<file path="src/rtl/ppm_pkg.sv">
package ppm_pkg;

  typedef enum logic [1:0] {
    ST_IDLE = 2'd0,
    ST_SOF  = 2'd1,
    ST_DATA = 2'd2
  } ppm_state_e;

  // Number of slots a start pattern occupies before data begins.
  localparam int unsigned SOF_SLOTS = 4;

  // True when a tick offset lies in the early half of its slot.
  function automatic bit is_early(input int unsigned tick, input int unsigned sl2);
    return ((tick >> (sl2 - 1)) & 32'd1) == 32'd0;
  endfunction

  // Length of one data symbol in ticks for the selected mode.
  function automatic int unsigned symbol_ticks(input bit byte_mode, input int unsigned sl2);
    return (byte_mode ? 32'd256 : 32'd4) << sl2;
  endfunction

  // Shift a new bit pair in at the top; the oldest pair ends up in bits 1:0.
  function automatic logic [7:0] merge_pair(input logic [7:0] acc, input logic [1:0] pair);
    return {pair, acc[7:2]};
  endfunction

endpackage

</file>
<file path="src/rtl/ppm_pause_edge.sv">
module ppm_pause_edge (
  input  logic clk_i,
  input  logic rst_ni,
  input  logic pause_i,
  output logic edge_o
);
  logic prev_q;

  always_ff @(posedge clk_i or negedge rst_ni) begin
    if (!rst_ni) prev_q <= 1'b0;
    else         prev_q <= pause_i;
  end

  assign edge_o = pause_i & ~prev_q;
endmodule

</file>
<file path="src/rtl/ppm_tick_timer.sv">
module ppm_tick_timer #(
  parameter int unsigned WIDTH = 16
) (
  input  logic             clk_i,
  input  logic             rst_ni,
  input  logic             clear_i,
  output logic [WIDTH-1:0] tick_o
);
  logic [WIDTH-1:0] tick_q;

  always_ff @(posedge clk_i or negedge rst_ni) begin
    if (!rst_ni)      tick_q <= '0;
    else if (clear_i) tick_q <= '0;
    else              tick_q <= tick_q + 1'b1;
  end

  assign tick_o = tick_q;
endmodule

</file>
<file path="src/rtl/ppm_pair_packer.sv">
module ppm_pair_packer
  import ppm_pkg::*;
(
  input  logic       clk_i,
  input  logic       rst_ni,
  input  logic       clear_i,
  input  logic       push_i,
  input  logic [1:0] pair_i,
  output logic [1:0] count_o,
  output logic       last_o,
  output logic [7:0] merged_o
);
  logic [7:0] acc_q;
  logic [1:0] cnt_q;

  assign merged_o = merge_pair(acc_q, pair_i);
  assign last_o   = (cnt_q == 2'd3);
  assign count_o  = cnt_q;

  always_ff @(posedge clk_i or negedge rst_ni) begin
    if (!rst_ni) begin
      acc_q <= '0;
      cnt_q <= '0;
    end else if (clear_i) begin
      acc_q <= '0;
      cnt_q <= '0;
    end else if (push_i) begin
      acc_q <= merged_o;
      cnt_q <= cnt_q + 2'd1;
    end
  end
endmodule

</file>
<file path="src/rtl/ppm_downlink_decoder.sv">
module ppm_downlink_decoder
  import ppm_pkg::*;
#(
  parameter int unsigned SLOT_LOG2 = 8
) (
  input  logic       clk_i,
  input  logic       rst_ni,
  input  logic       pause_i,
  output logic [7:0] data_o,
  output logic       data_valid_o,
  output logic       frame_start_o,
  output logic       frame_end_o,
  output logic       code_err_o,
  output logic       long_mode_o,
  output logic       in_frame_o
);
  localparam int unsigned TICK_W   = SLOT_LOG2 + 8;
  localparam int unsigned SOF_LAST = (SOF_SLOTS << SLOT_LOG2) - 1;

  ppm_state_e state_q, state_d;
  logic       seen_q, seen_d;
  logic       got_q, got_d;
  logic [7:0] val_q, val_d;
  logic       mode_q, mode_d;
  logic [7:0] data_q, data_d;
  logic       valid_q, valid_d, start_q, start_d, end_q, end_d, err_q, err_d;

  logic              edge_w, early_w, sym_last_w, sof_last_w, clear_tick, push, abort;
  logic [TICK_W-1:0] tick_w;
  logic [7:0]        slot_w, sym_val_w, pk_merged;
  logic [1:0]        pk_cnt;
  logic              pk_last, pk_clear;

  ppm_pause_edge i_edge (
    .clk_i  (clk_i),
    .rst_ni (rst_ni),
    .pause_i(pause_i),
    .edge_o (edge_w)
  );

  ppm_tick_timer #(.WIDTH(TICK_W)) i_timer (
    .clk_i  (clk_i),
    .rst_ni (rst_ni),
    .clear_i(clear_tick),
    .tick_o (tick_w)
  );

  assign pk_clear = (state_q != ST_DATA);

  ppm_pair_packer i_packer (
    .clk_i   (clk_i),
    .rst_ni  (rst_ni),
    .clear_i (pk_clear),
    .push_i  (push),
    .pair_i  (sym_val_w[1:0]),
    .count_o (pk_cnt),
    .last_o  (pk_last),
    .merged_o(pk_merged)
  );

  assign slot_w     = tick_w[TICK_W-1:SLOT_LOG2];
  assign early_w    = is_early(32'(tick_w), SLOT_LOG2);
  assign sym_last_w = (32'(tick_w) == symbol_ticks(mode_q, SLOT_LOG2) - 32'd1);
  assign sof_last_w = (32'(tick_w) == SOF_LAST);
  assign sym_val_w  = edge_w ? slot_w : val_q;

  always_comb begin
    state_d    = state_q;
    seen_d     = seen_q;
    got_d      = got_q;
    val_d      = val_q;
    mode_d     = mode_q;
    data_d     = data_q;
    valid_d    = 1'b0;
    start_d    = 1'b0;
    end_d      = 1'b0;
    err_d      = 1'b0;
    push       = 1'b0;
    clear_tick = 1'b0;
    abort      = 1'b0;
    unique case (state_q)
      ST_IDLE: begin
        if (edge_w) begin
          state_d = ST_SOF;
          seen_d  = 1'b0;
        end else begin
          clear_tick = 1'b1;
        end
      end
      ST_SOF: begin
        if (edge_w && (seen_q || !(slot_w == 8'd2 || slot_w == 8'd3))) begin
          abort = 1'b1;
        end else if (sof_last_w) begin
          if (seen_q || edge_w) begin
            state_d    = ST_DATA;
            start_d    = 1'b1;
            got_d      = 1'b0;
            clear_tick = 1'b1;
            if (edge_w) mode_d = (slot_w == 8'd3);
          end else begin
            abort = 1'b1;
          end
        end else if (edge_w) begin
          seen_d = 1'b1;
          mode_d = (slot_w == 8'd3);
        end
      end
      ST_DATA: begin
        if (edge_w && early_w) begin
          if (slot_w == 8'd0 && !got_q) begin
            if (!mode_q && pk_cnt != 2'd0) begin
              abort = 1'b1;
            end else begin
              end_d      = 1'b1;
              state_d    = ST_IDLE;
              clear_tick = 1'b1;
            end
          end else begin
            abort = 1'b1;
          end
        end else if (edge_w && got_q) begin
          abort = 1'b1;
        end else if (sym_last_w) begin
          if (!(got_q || edge_w)) begin
            abort = 1'b1;
          end else begin
            got_d      = 1'b0;
            clear_tick = 1'b1;
            if (mode_q) begin
              valid_d = 1'b1;
              data_d  = sym_val_w;
            end else begin
              push = 1'b1;
              if (pk_last) begin
                valid_d = 1'b1;
                data_d  = pk_merged;
              end
            end
          end
        end else if (edge_w) begin
          got_d = 1'b1;
          val_d = slot_w;
        end
      end
      default: state_d = ST_IDLE;
    endcase
    if (abort) begin
      err_d      = 1'b1;
      state_d    = ST_IDLE;
      got_d      = 1'b0;
      clear_tick = 1'b1;
      push       = 1'b0;
      valid_d    = 1'b0;
    end
  end

  always_ff @(posedge clk_i or negedge rst_ni) begin
    if (!rst_ni) begin
      state_q <= ST_IDLE;
      seen_q  <= 1'b0;
      got_q   <= 1'b0;
      val_q   <= '0;
      mode_q  <= 1'b0;
      data_q  <= '0;
      valid_q <= 1'b0;
      start_q <= 1'b0;
      end_q   <= 1'b0;
      err_q   <= 1'b0;
    end else begin
      state_q <= state_d;
      seen_q  <= seen_d;
      got_q   <= got_d;
      val_q   <= val_d;
      mode_q  <= mode_d;
      data_q  <= data_d;
      valid_q <= valid_d;
      start_q <= start_d;
      end_q   <= end_d;
      err_q   <= err_d;
    end
  end

  assign data_o        = data_q;
  assign data_valid_o  = valid_q;
  assign frame_start_o = start_q;
  assign frame_end_o   = end_q;
  assign code_err_o    = err_q;
  assign long_mode_o   = mode_q;
  assign in_frame_o    = (state_q == ST_DATA);
endmodule

</file>
<file path="config.mk">
export PLATFORM = sky130hd
export DESIGN_NAME = ppm_downlink_decoder
export DESIGN_NICKNAME = d
export VERILOG_FILES = /design/src/rtl/ppm_pkg.sv /design/src/rtl/ppm_pause_edge.sv /design/src/rtl/ppm_tick_timer.sv /design/src/rtl/ppm_pair_packer.sv /design/src/rtl/ppm_downlink_decoder.sv
export SDC_FILE = /design/constraint.sdc
export NUM_CORES = 1
export LEC_CHECK = 0
export BUFFER_PORTS_ARGS = -buffer_cell sky130_fd_sc_hd__clkbuf_2
export CORE_ASPECT_RATIO = 1.5
export CORE_MARGIN = 2
export CORE_UTILIZATION = 35
export CTS_BUF_LIST = sky130_fd_sc_hd__clkbuf_8
export DETAILED_ROUTE_END_ITERATION = 10
export PLACE_DENSITY = 0.6
export SYNTH_ARGS = -nofsm -noshare
export SYNTH_HDL_FRONTEND = slang
export SYNTH_SLANG_ARGS = --single-unit
export TNS_END_PERCENT = 100
</file>
<file path="constraint.sdc">
create_clock -name clk_i -period 3 [get_ports clk_i]
set_input_delay 0.6 -clock clk_i [delete_from_list [all_inputs] [get_ports clk_i]]
set_output_delay 0.6 -clock clk_i [all_outputs]
set_load 0.02 [all_outputs]
</file>
==> results of run 1 <==
per-layer routing:
layer | global-route usage | wire, um | part of all wire
met5 | 0 | 0 | 0
met4 | 0.06786 | 158 | 0.028
met3 | 0.02828 | 155 | 0.028
met2 | 0.2556 | 3009 | 0.54
met1 | 0.1842 | 2287 | 0.41
layout make-up:
cell class	instances	area, um2	share of cell area
multi-input cells	189	1301	0.4377
flip-flops and latches	50	1251	0.4209
repair buffers	25	147.6	0.04966
well taps	100	125.1	0.04209
clock buffers	6	82.58	0.02778
inverters	14	52.55	0.01768
clock inverters	2	12.51	0.004209
stage by stage:
step | instance area, um2 | setup slack, ns
after floorplan | 2649 | 0.4374
after global placement | 2878 | 0.3345
after detailed placement | 2878 | 0.3165
after CTS | 2973 | 0.3051
after global routing | 2973 | 0.1723
final | 2973 | 0.3048
critical path: stages, from the launching register on:
cell	delay (ns)
dfrtp_1	0.42
or4_1	0.69
or4_4	0.58
a211oi_4	0.43
a211o_1	0.16
mux2_2	0.32
logic make-up after synthesis:
kind of cell | Yosys count | share of synthesized area
buf+inv | 23 | 0.03637
simple gates | 107 | 0.2074
xor+xnor | 15 | 0.04960
mux | 25 | 0.1011
compound gates | 34 | 0.09542
flops | 50 | 0.4724
fa+ha+maj | 8 | 0.03779
cells in the mapped netlist (2+ instances only):
| cell type | instances | area, um2 |
|---|---|---|
| xor2_1 | 3 | 26.28 |
| a21oi_1 | 9 | 45.04 |
| nor4_1 | 3 | 18.77 |
| dfrtp_1 | 50 | 1251 |
| nand2_1 | 21 | 78.83 |
| buf_2 | 2 | 10.01 |
| nand4_1 | 5 | 31.28 |
| nand3b_1 | 3 | 22.52 |
| o21ai_0 | 10 | 50.05 |
| and3_1 | 3 | 18.77 |
| or2_2 | 2 | 12.51 |
| nand3_1 | 7 | 35.03 |
| nor2_1 | 41 | 153.9 |
| ha_1 | 8 | 100.1 |
| a41oi_1 | 2 | 17.52 |
| buf_1 | 2 | 7.510 |
| mux2i_1 | 11 | 110.1 |
| inv_1 | 14 | 52.55 |
| nor2b_1 | 4 | 25.02 |
| clkbuf_1 | 4 | 15.01 |
| xnor2_1 | 12 | 105.1 |
| nor3_1 | 4 | 20.02 |
| mux2_2 | 14 | 157.7 |
| or4_1 | 2 | 15.01 |
| or3_1 | 3 | 18.77 |
flip-flops by register name (all words and copies together), names as in the netlist:
register and count:
data_o 8, i_packer.acc_q 6, code_err_o 1, frame_end_o 1, val_q 8, i_packer.count_o 2
data_valid_o 1, long_mode_o 1, frame_start_o 1, i_timer.tick_o 16, state_q 2, got_q 1
i_edge.prev_q 1, seen_q 1
layout by cell type, fill, tap and decap left out, drive strengths merged, types with 2 or more instances in the layout:
cell type / instances
buf: 9
nand4: 5
nand3: 7
or2: 2
a211oi: 2
nand3b: 3
or3: 3
nor3: 5
nand2: 21
nor2: 42
o21ai: 10
and3: 3
xnor2: 12
mux2: 14
ha: 8
mux2i: 11
nor4: 3
a21oi: 9
a211o: 2
dfrtp: 50
nor2b: 4
or4: 3
a41oi: 2
clkbuf: 22
inv: 14
xor2: 3
power by group:
group | internal [mW] | leakage [nW] | switching, mW
clock | 0.186 | 0.0472 | 0.229
sequential | 0.718 | 0.688 | 0.0465
combinational | 0.186 | 0.590 | 0.268
final timing paths:
kind	endpoint
max	state_q[0]
min	i_timer.tick_o[4]
max reg2reg	state_q[0]
max in group asynchronous	val_q[5]
min in group clk_i	i_edge.prev_q
min reg2reg	val_q[1]
==> results.json, run 1 <==
{
  "outcome": "finished, final reports clean",
  "hold_buffers": 0,
  "cts_tree": "done",
  "tns_ns": 0,
  "cts_root_buffer": "clkbuf_8",
  "synthDistinctLibCells": 48,
  "grt_first_pass_wirelength_mm": 9.715,
  "die_area_mm2": 0.008294,
  "cts_made_buffers": 5,
  "grt_use_total": 0.1527,
  "period_needed_ns": 2.695,
  "synth_warnings": 0,
  "clock_skew_ns": 0.008296,
  "critPathRequiredTime_ns": 3.21,
  "stdcell_count": 386,
  "post-cts-setup-buffers": 0,
  "clkLatencyLatePin_ns": 0.31,
  "drc": 0,
  "diodes": 0,
  "ys_async_sr_fraction": 1.000,
  "path_clk_slew_ns": 0.09,
  "tightestPinTransition_ns": 0.9203,
  "fin_crit_sh": 0.8984,
  "hpwlAfterDp_mm": 4.203,
  "drtIter0Drc": 157,
  "antenna_found_initial": 0,
  "placed_cells": 378,
  "fp.dieH_um": 110.5,
  "die_w_um": 75.03,
  "synth_cells": 262,
  "wirelength_mm": 5.611,
  "worst_r2r_startpoint": "i_timer.tick_o[14]",
  "crit_arrival_ns": 2.90,
  "critPathLaunch": "i_timer.tick_o[14]",
  "clk_path_buf_depth": 2,
  "min-delay-path-class": "primary input to async pin",
  "grt_setup_unrepaired": "false",
  "drive_gt1_frac": 0.2098,
  "htree_num_levels": 2,
  "ctsResizeCount": 0,
  "syn-num-nets": 273,
  "ir_drop_mv": 0.2043,
  "cap_viol_max_count": 0,
  "power.density_mw_per_mm2": 549.1,
  "r2r_slack_ns": 0.30,
  "setup_viol": 0,
  "fillers": 746,
  "port_buffers": 16,
  "firstDrtPassIters": 4,
  "gr-total-overflow": 0,
  "ys.flop_type": "dfrtp_1",
  "synth.avg_cell_area_um2": 10.11,
  "clock_sinks": 50,
  "vias": 1937,
  "power.total_mw": 1.632,
  "worstPathMaxFanout": 6,
  "grt_pass1_vias": 1952,
  "syn2layout_area_growth_pct": 12.23,
  "end_kind": "flip-flop",
  "syn_area_mm2": 0.002649,
  "ios": 17,
  "slew_viol_final": 0,
  "fp-row-count": 38,
  "p_leak_nw": 1.326,
  "initial_utilization": 0.3641,
  "hold_viol_final": 0,
  "worstRegToRegCells": 5,
  "core_area_mm2": 0.007274,
  "nNetsFinal": 296,
  "fmax_mhz": 371.0,
  "yosysSeqAreaShare": 0.4724,
  "via_per_inst": 5.018,
  "wl_per_cell_um": 14.54,
  "start_kind": "flip-flop",
  "whs_ns": 0.4107,
  "ys_seq_elements": 50,
  "path_class": "flip-flop to flip-flop",
  "synth_edf_count": 0,
  "grt_max_degree": 37,
  "fin_util": 0.4087,
  "place_congestion": 0.8486,
  "slew-limit-headroom": 0.3865,
  "postRouteAntennaNets": 0
}
No activity file was read; power rests on OpenSTA's default activity.
==> inputs of run 2 (changes only) <==
RECOVER_POWER = 25   (was not set)
==> run 2 against run 1 <==
  * The flow now finishes with violations (max-capacitance violations, max-slew violations)
  * Power about the same
  * Cell count unchanged
  * Global-route usage unchanged
  * Fmax about the same
  * Register-to-register slack about the same
  * Clock-buffer cell count unchanged
  * Hold slack improved by 0.049 ns
  * First-iteration DRC count unchanged
  * Wire length about the same
  * Cell area about the same
  * Non-clock buffer count unchanged
  * Worst setup slack about the same
  * Critical endpoint unchanged
==> results.json, run 2 (synthesis gave the netlist of run 1 again) <==
{
  "clk_path_buf_depth": 2,
  "grt_use_total": 0.1527,
  "path_class": "flip-flop to flip-flop",
  "worst-path-buf-inv": 0,
  "multi_input_area_mm2": 0.001301,
  "via_per_inst": 5.018,
  "ctsResizeCount": 0,
  "clkLatencyLatePin_ns": 0.31,
  "ios": 17,
  "pwr-share-seq": 0.468,
  "wl_per_cell_um": 14.55,
  "fillers": 746,
  "hold_viol_final": 0,
  "firstDrtPassIters": 4,
  "hold_buffers": 0,
  "grt_pass1_vias": 1952,
  "drtIter0Drc": 157,
  "min-delay-path-class": "primary input to flip-flop",
  "cp_cell_sequence": "or4_1, or4_4, a211oi_4, a211o_1, mux2_2",
  "end_kind": "flip-flop",
  "slowest_stage": "or4_1",
  "postRouteAntennaNets": 0,
  "fmax_mhz": 371.0,
  "place_congestion": 0.8486,
  "cts_tree": "done",
  "power.density_mw_per_mm2": 549.5,
  "vias": 1937,
  "fp-row-count": 38,
  "clock_skew_ns": 0.008271,
  "port_buffers": 16,
  "fp.dieH_um": 110.5,
  "ir_drop_mv": 0.2043,
  "power.total_mw": 1.632,
  "period_needed_ns": 2.695,
  "clock_sinks": 50,
  "cts_root_buffer": "clkbuf_8",
  "tns_ns": 0,
  "pwr-share-clk": 0.254,
  "diodes": 0,
  "grt_max_degree": 37,
  "antenna_found_initial": 0,
  "grt_first_pass_wirelength_mm": 9.715,
  "hpwlAfterDp_mm": 4.203,
  "seqCellArea_mm2": 0.001251,
  "cap_viol_max_count": 1,
  "drive_gt1_frac": 0.2028,
  "worstPathMaxFanout": 6,
  "p_leak_nw": 1.320,
  "syn2layout_area_growth_pct": 12.14,
  "path_clk_slew_ns": 0.09,
  "initial_utilization": 0.3641,
  "layout_commonest_cell": "dfrtp_1",
  "setup_viol": 0,
  "crit_arrival_ns": 2.90,
  "power_frac_comb": 0.278,
  "slew-limit-headroom": -0.3186,
  "nNetsFinal": 296,
  "critPathRequiredTime_ns": 3.21,
  "die_w_um": 75.03,
  "path_delay_family": "simple AND/OR/NAND/NOR gates",
  "p_int_mw": 1.089,
  "outcome": "finished with violations",
  "grt_setup_unrepaired": "false",
  "fin_crit_sh": 0.8984,
  "slew_viol_final": 37,
  "drc": 0,
  "slowest_delay_ns": 0.69,
  "tightestPinTransition_ns": 1.978,
  "p_sw_uw": 543.3,
  "layout_common_cells": "50 x dfrtp_1, 41 x nor2_1, 21 x nand2_1",
  "die_area_mm2": 0.008294,
  "gr-total-overflow": 0,
  "violations": "max-capacitance violations, max-slew violations",
  "post-cts-setup-buffers": 0,
  "largest_reg_flops": 16,
  "core_area_mm2": 0.007274,
  "start_kind": "flip-flop",
  "p_sw_frac": 0.3329,
  "htree_num_levels": 2,
  "cts_made_buffers": 5,
  "wirelength_mm": 5.615,
  "fin_util": 0.4083
}
run 2: changes by cell type in the layout (fill, tap and decap cells not counted):
cell,delta
clkbuf_1,+2
clkbuf_2,-2
run 2: final cells by class:
| type | instances | share of cell area |
|---|---|---|
| Inverter | 14 | 0.01769 |
| Sequential cell | 50 | 0.4212 |
| Clock buffer | 6 | 0.02780 |
| Multi-Input combinational cell | 189 | 0.4381 |
| Timing Repair Buffer | 25 | 0.04886 |
| Clock inverter | 2 | 0.004212 |
| Tap cell | 100 | 0.04212 |
run 2: power groups by stage:
stage / Sequential (mW) / Clock, mW / Combinational, mW
after floorplan: 0.771 / 0 / 0.349
after global placement: 0.776 / 0 / 0.459
after detailed placement: 0.779 / 0 / 0.458
after CTS: 0.765 / 0.429 / 0.460
after global routing: 0.774 / 0.459 / 0.506
final: 0.764 / 0.414 / 0.453
run 2: worst reg2reg max path: stages (launching register included):
cell and delay (ns):
dfrtp_1 0.42, or4_1 0.69, or4_4 0.58, a211oi_4 0.43, a211o_1 0.16, mux2_2 0.32
run 2: per-stage QoR:
step	worst slack, ns	hold slack [ns]	std cells	cell area, um2
detailed placement	0.3165	0.4709	378	2878
global route	0.1723	0.4485	386	2970
floorplan	0.4374	0.3044	262	2649
CTS	0.3051	0.4378	386	2973
finish	0.3048	0.4595	386	2970
global placement	0.3345	0.4620	378	2878
run 2: per-layer routing:
metal  up-vias  track usage  wire (um)
met5         -            0          0
met4         0      0.06786        158
met3        10      0.02828        155
met2        42       0.2556       3010
met1       937       0.1842       2291
li1        948            -          -
run 2: worst paths after layout:
path                                      end               start  slack [ns]  depth (start not counted)
max                                state_q[0]  i_timer.tick_o[14]        0.30                          5
min                             i_edge.prev_q             pause_i        0.46                          1
max reg2reg                        state_q[0]  i_timer.tick_o[14]        0.30                          5
min reg2reg                          val_q[1]            val_q[1]        0.49                          2
max in group asynchronous  i_timer.tick_o[14]              rst_ni        1.03                          1
min in group asynchronous   i_timer.tick_o[4]              rst_ni        0.84                          1
==> inputs of run 3 (changes only) <==
clock period = 3.2 ns   (was 3 ns; I/O delays follow)
==> run 3 against run 2 <==
  * The flow now finishes without violations
  * Power is 5.8% lower
  * Fmax fell by 1.3%
  * Clock power is 4.8% lower
  * Utilization fell by 0.15 points
  * Sequential share of layout area is 0.16 points higher
  * Cell count is 0.26% lower
  * Cell area down 0.38%
  * Non-clock buffer count shrank 1
  * Clock-buffer cell count unchanged
  * Wire length up 1.7%
  * Die area did not move
  * Sequential power decreased by 6.2%
==> results.json, run 3 (synthesis gave the netlist of run 1 again) <==
{
  "outcome": "finished, final reports clean",
  "fin_crit_sh": 0.8531,
  "cts_tree": "done",
  "core_area_mm2": 0.007274,
  "die_area_mm2": 0.008294,
  "clk_path_buf_depth": 2,
  "stdcell_count": 385,
  "hpwlAfterDp_mm": 4.256,
  "slew-limit-headroom": 0.05350,
  "postRouteAntennaNets": 0,
  "critPathLaunch": "i_timer.tick_o[12]",
  "grt_max_degree": 28,
  "grt_pass1_vias": 1962,
  "worst-path-buf-inv": 0,
  "drtIter0Drc": 82,
  "min-delay-path-class": "flip-flop to flip-flop",
  "firstDrtPassIters": 4,
  "cts_made_buffers": 5,
  "end_kind": "flip-flop",
  "clkLatencyLatePin_ns": 0.31,
  "p_leak_nw": 1.311,
  "initial_utilization": 0.3641,
  "post-cts-setup-buffers": 0,
  "grt_use_total": 0.1522,
  "place_congestion": 0.7915,
  "fillers": 739,
  "ir_drop_mv": 0.1973,
  "final_area_mm2": 0.002959,
  "start_kind": "flip-flop",
  "slowest_delay_ns": 0.68,
  "via_per_inst": 5.062,
  "fp-row-count": 38,
  "r2r_end": "state_q[0]",
  "grt_first_pass_wirelength_mm": 9.715,
  "largest_reg_flops": 16,
  "clock_sinks": 50,
  "path_class": "flip-flop to flip-flop",
  "die_w_um": 75.03,
  "crit_arrival_ns": 2.94,
  "cap_viol_max_count": 0,
  "path_clk_slew_ns": 0.09,
  "gr-total-overflow": 0,
  "diodes": 0,
  "placed_cell_area_mm2": 0.002870,
  "port_buffers": 16,
  "cts_root_buffer": "clkbuf_8",
  "layout_commonest_cell": "dfrtp_1",
  "slowest_stage": "or4_1",
  "cp_cell_sequence": "or4_1, or4_4, a211oi_4, a211o_1, mux2_2",
  "nNetsFinal": 295,
  "worstPathMaxFanout": 6,
  "hold_viol_final": 0,
  "slew_viol_final": 0,
  "critPathRequiredTime_ns": 3.41,
  "layout_common_cells": "50 x dfrtp_1, 41 x nor2_1, 21 x nand2_1",
  "tightestPinTransition_ns": 1.420,
  "placed_cells": 377,
  "grt_setup_unrepaired": "false",
  "drc": 0,
  "path_delay_family": "simple AND/OR/NAND/NOR gates",
  "worstRegToRegCells": 5,
  "ios": 17,
  "r2r_slack_ns": 0.47,
  "wirelength_mm": 5.713,
  "htree_num_levels": 2,
  "fmax_mhz": 366.3,
  "tns_ns": 0,
  "setup_viol": 0,
  "period_needed_ns": 2.730,
  "power.density_mw_per_mm2": 519.7,
  "vias": 1949,
  "drive_gt1_frac": 0.1965,
  "crit_cells": 5,
  "ctsResizeCount": 0,
  "hold_buffers": 0,
  "dpl_worst_slack_ns": 0.5013,
  "fp.dieH_um": 110.5,
  "wl_per_cell_um": 14.84,
  "endpoint": "state_q[0]",
  "clock_skew_ns": 0.002063,
  "antenna_found_initial": 0,
  "worst_r2r_startpoint": "i_timer.tick_o[12]",
  "fin_ws_ns": 0.4700,
  "syn2layout_area_growth_pct": 11.71
}
run 3: cell types whose count changed in the layout (fill, tap and decap cells not counted), sizes merged:
| cell | delta |
|---|---|
| clkbuf | +1 |
| buf | -2 |
run 3: how the worst min path moves through the flow:
stage	depth (start not counted)	endpoint	from	slack [ns]
2_1_floorplan	0	code_err_o	rst_ni	0.34
3_3_place_gp	2	val_q[1]	val_q[1]	0.46
3_5_place_dp	2	val_q[1]	val_q[1]	0.47
4_1_cts	1	i_timer.tick_o[4]	rst_ni	0.35
5_1_grt	1	i_edge.prev_q	pause_i	0.50
6_report	2	val_q[1]	val_q[1]	0.49
run 3: metrics by stage:
| stage | total power [mW] | util | hold slack (ns) |
|---|---|---|---|
| after global placement | 1.154 | 0.3946 | 0.4602 |
| after global routing | 1.638 | 0.4068 | 0.5024 |
| after detailed placement | 1.159 | 0.3946 | 0.4700 |
| after floorplan | 1.050 | - | 0.3444 |
| final | 1.538 | 0.4068 | 0.4857 |
| after CTS | 1.560 | 0.4076 | 0.3494 |
run 3: routing by layer:
layer | track usage | up-vias | routed length [um]
met2 | 0.2444 | 22 | 2913
li1 | - | 944 | -
met1 | 0.1864 | 968 | 2462
met3 | 0.02555 | 15 | 105
met4 | 0.08571 | 0 | 231
met5 | 0 | - | 0
run 3: layout make-up:
type	count	area, um2	share of cell area
Clock buffer	6	82.58	0.02791
Clock inverter	2	12.51	0.004228
Inverter	14	52.55	0.01776
Multi-Input combinational cell	189	1301	0.4397
Sequential cell	50	1251	0.4228
Tap cell	100	125.1	0.04228
Timing Repair Buffer	24	133.9	0.04524
run 3: power by group:
| part | internal (mW) | total (mW) | switching, mW |
|---|---|---|---|
| logic | 0.175 | 0.427 | 0.252 |
| registers | 0.673 | 0.717 | 0.0437 |
| clock network | 0.174 | 0.394 | 0.220 |
| total | 1.02 | 1.54 | 0.516 |
run 3: worst reg2reg max path, cell delays in order, from the launching register on:
cell and delay [ns]:
dfrtp_1 0.43, or4_1 0.68, or4_4 0.58, a211oi_4 0.43, a211o_1 0.17, mux2_2 0.32
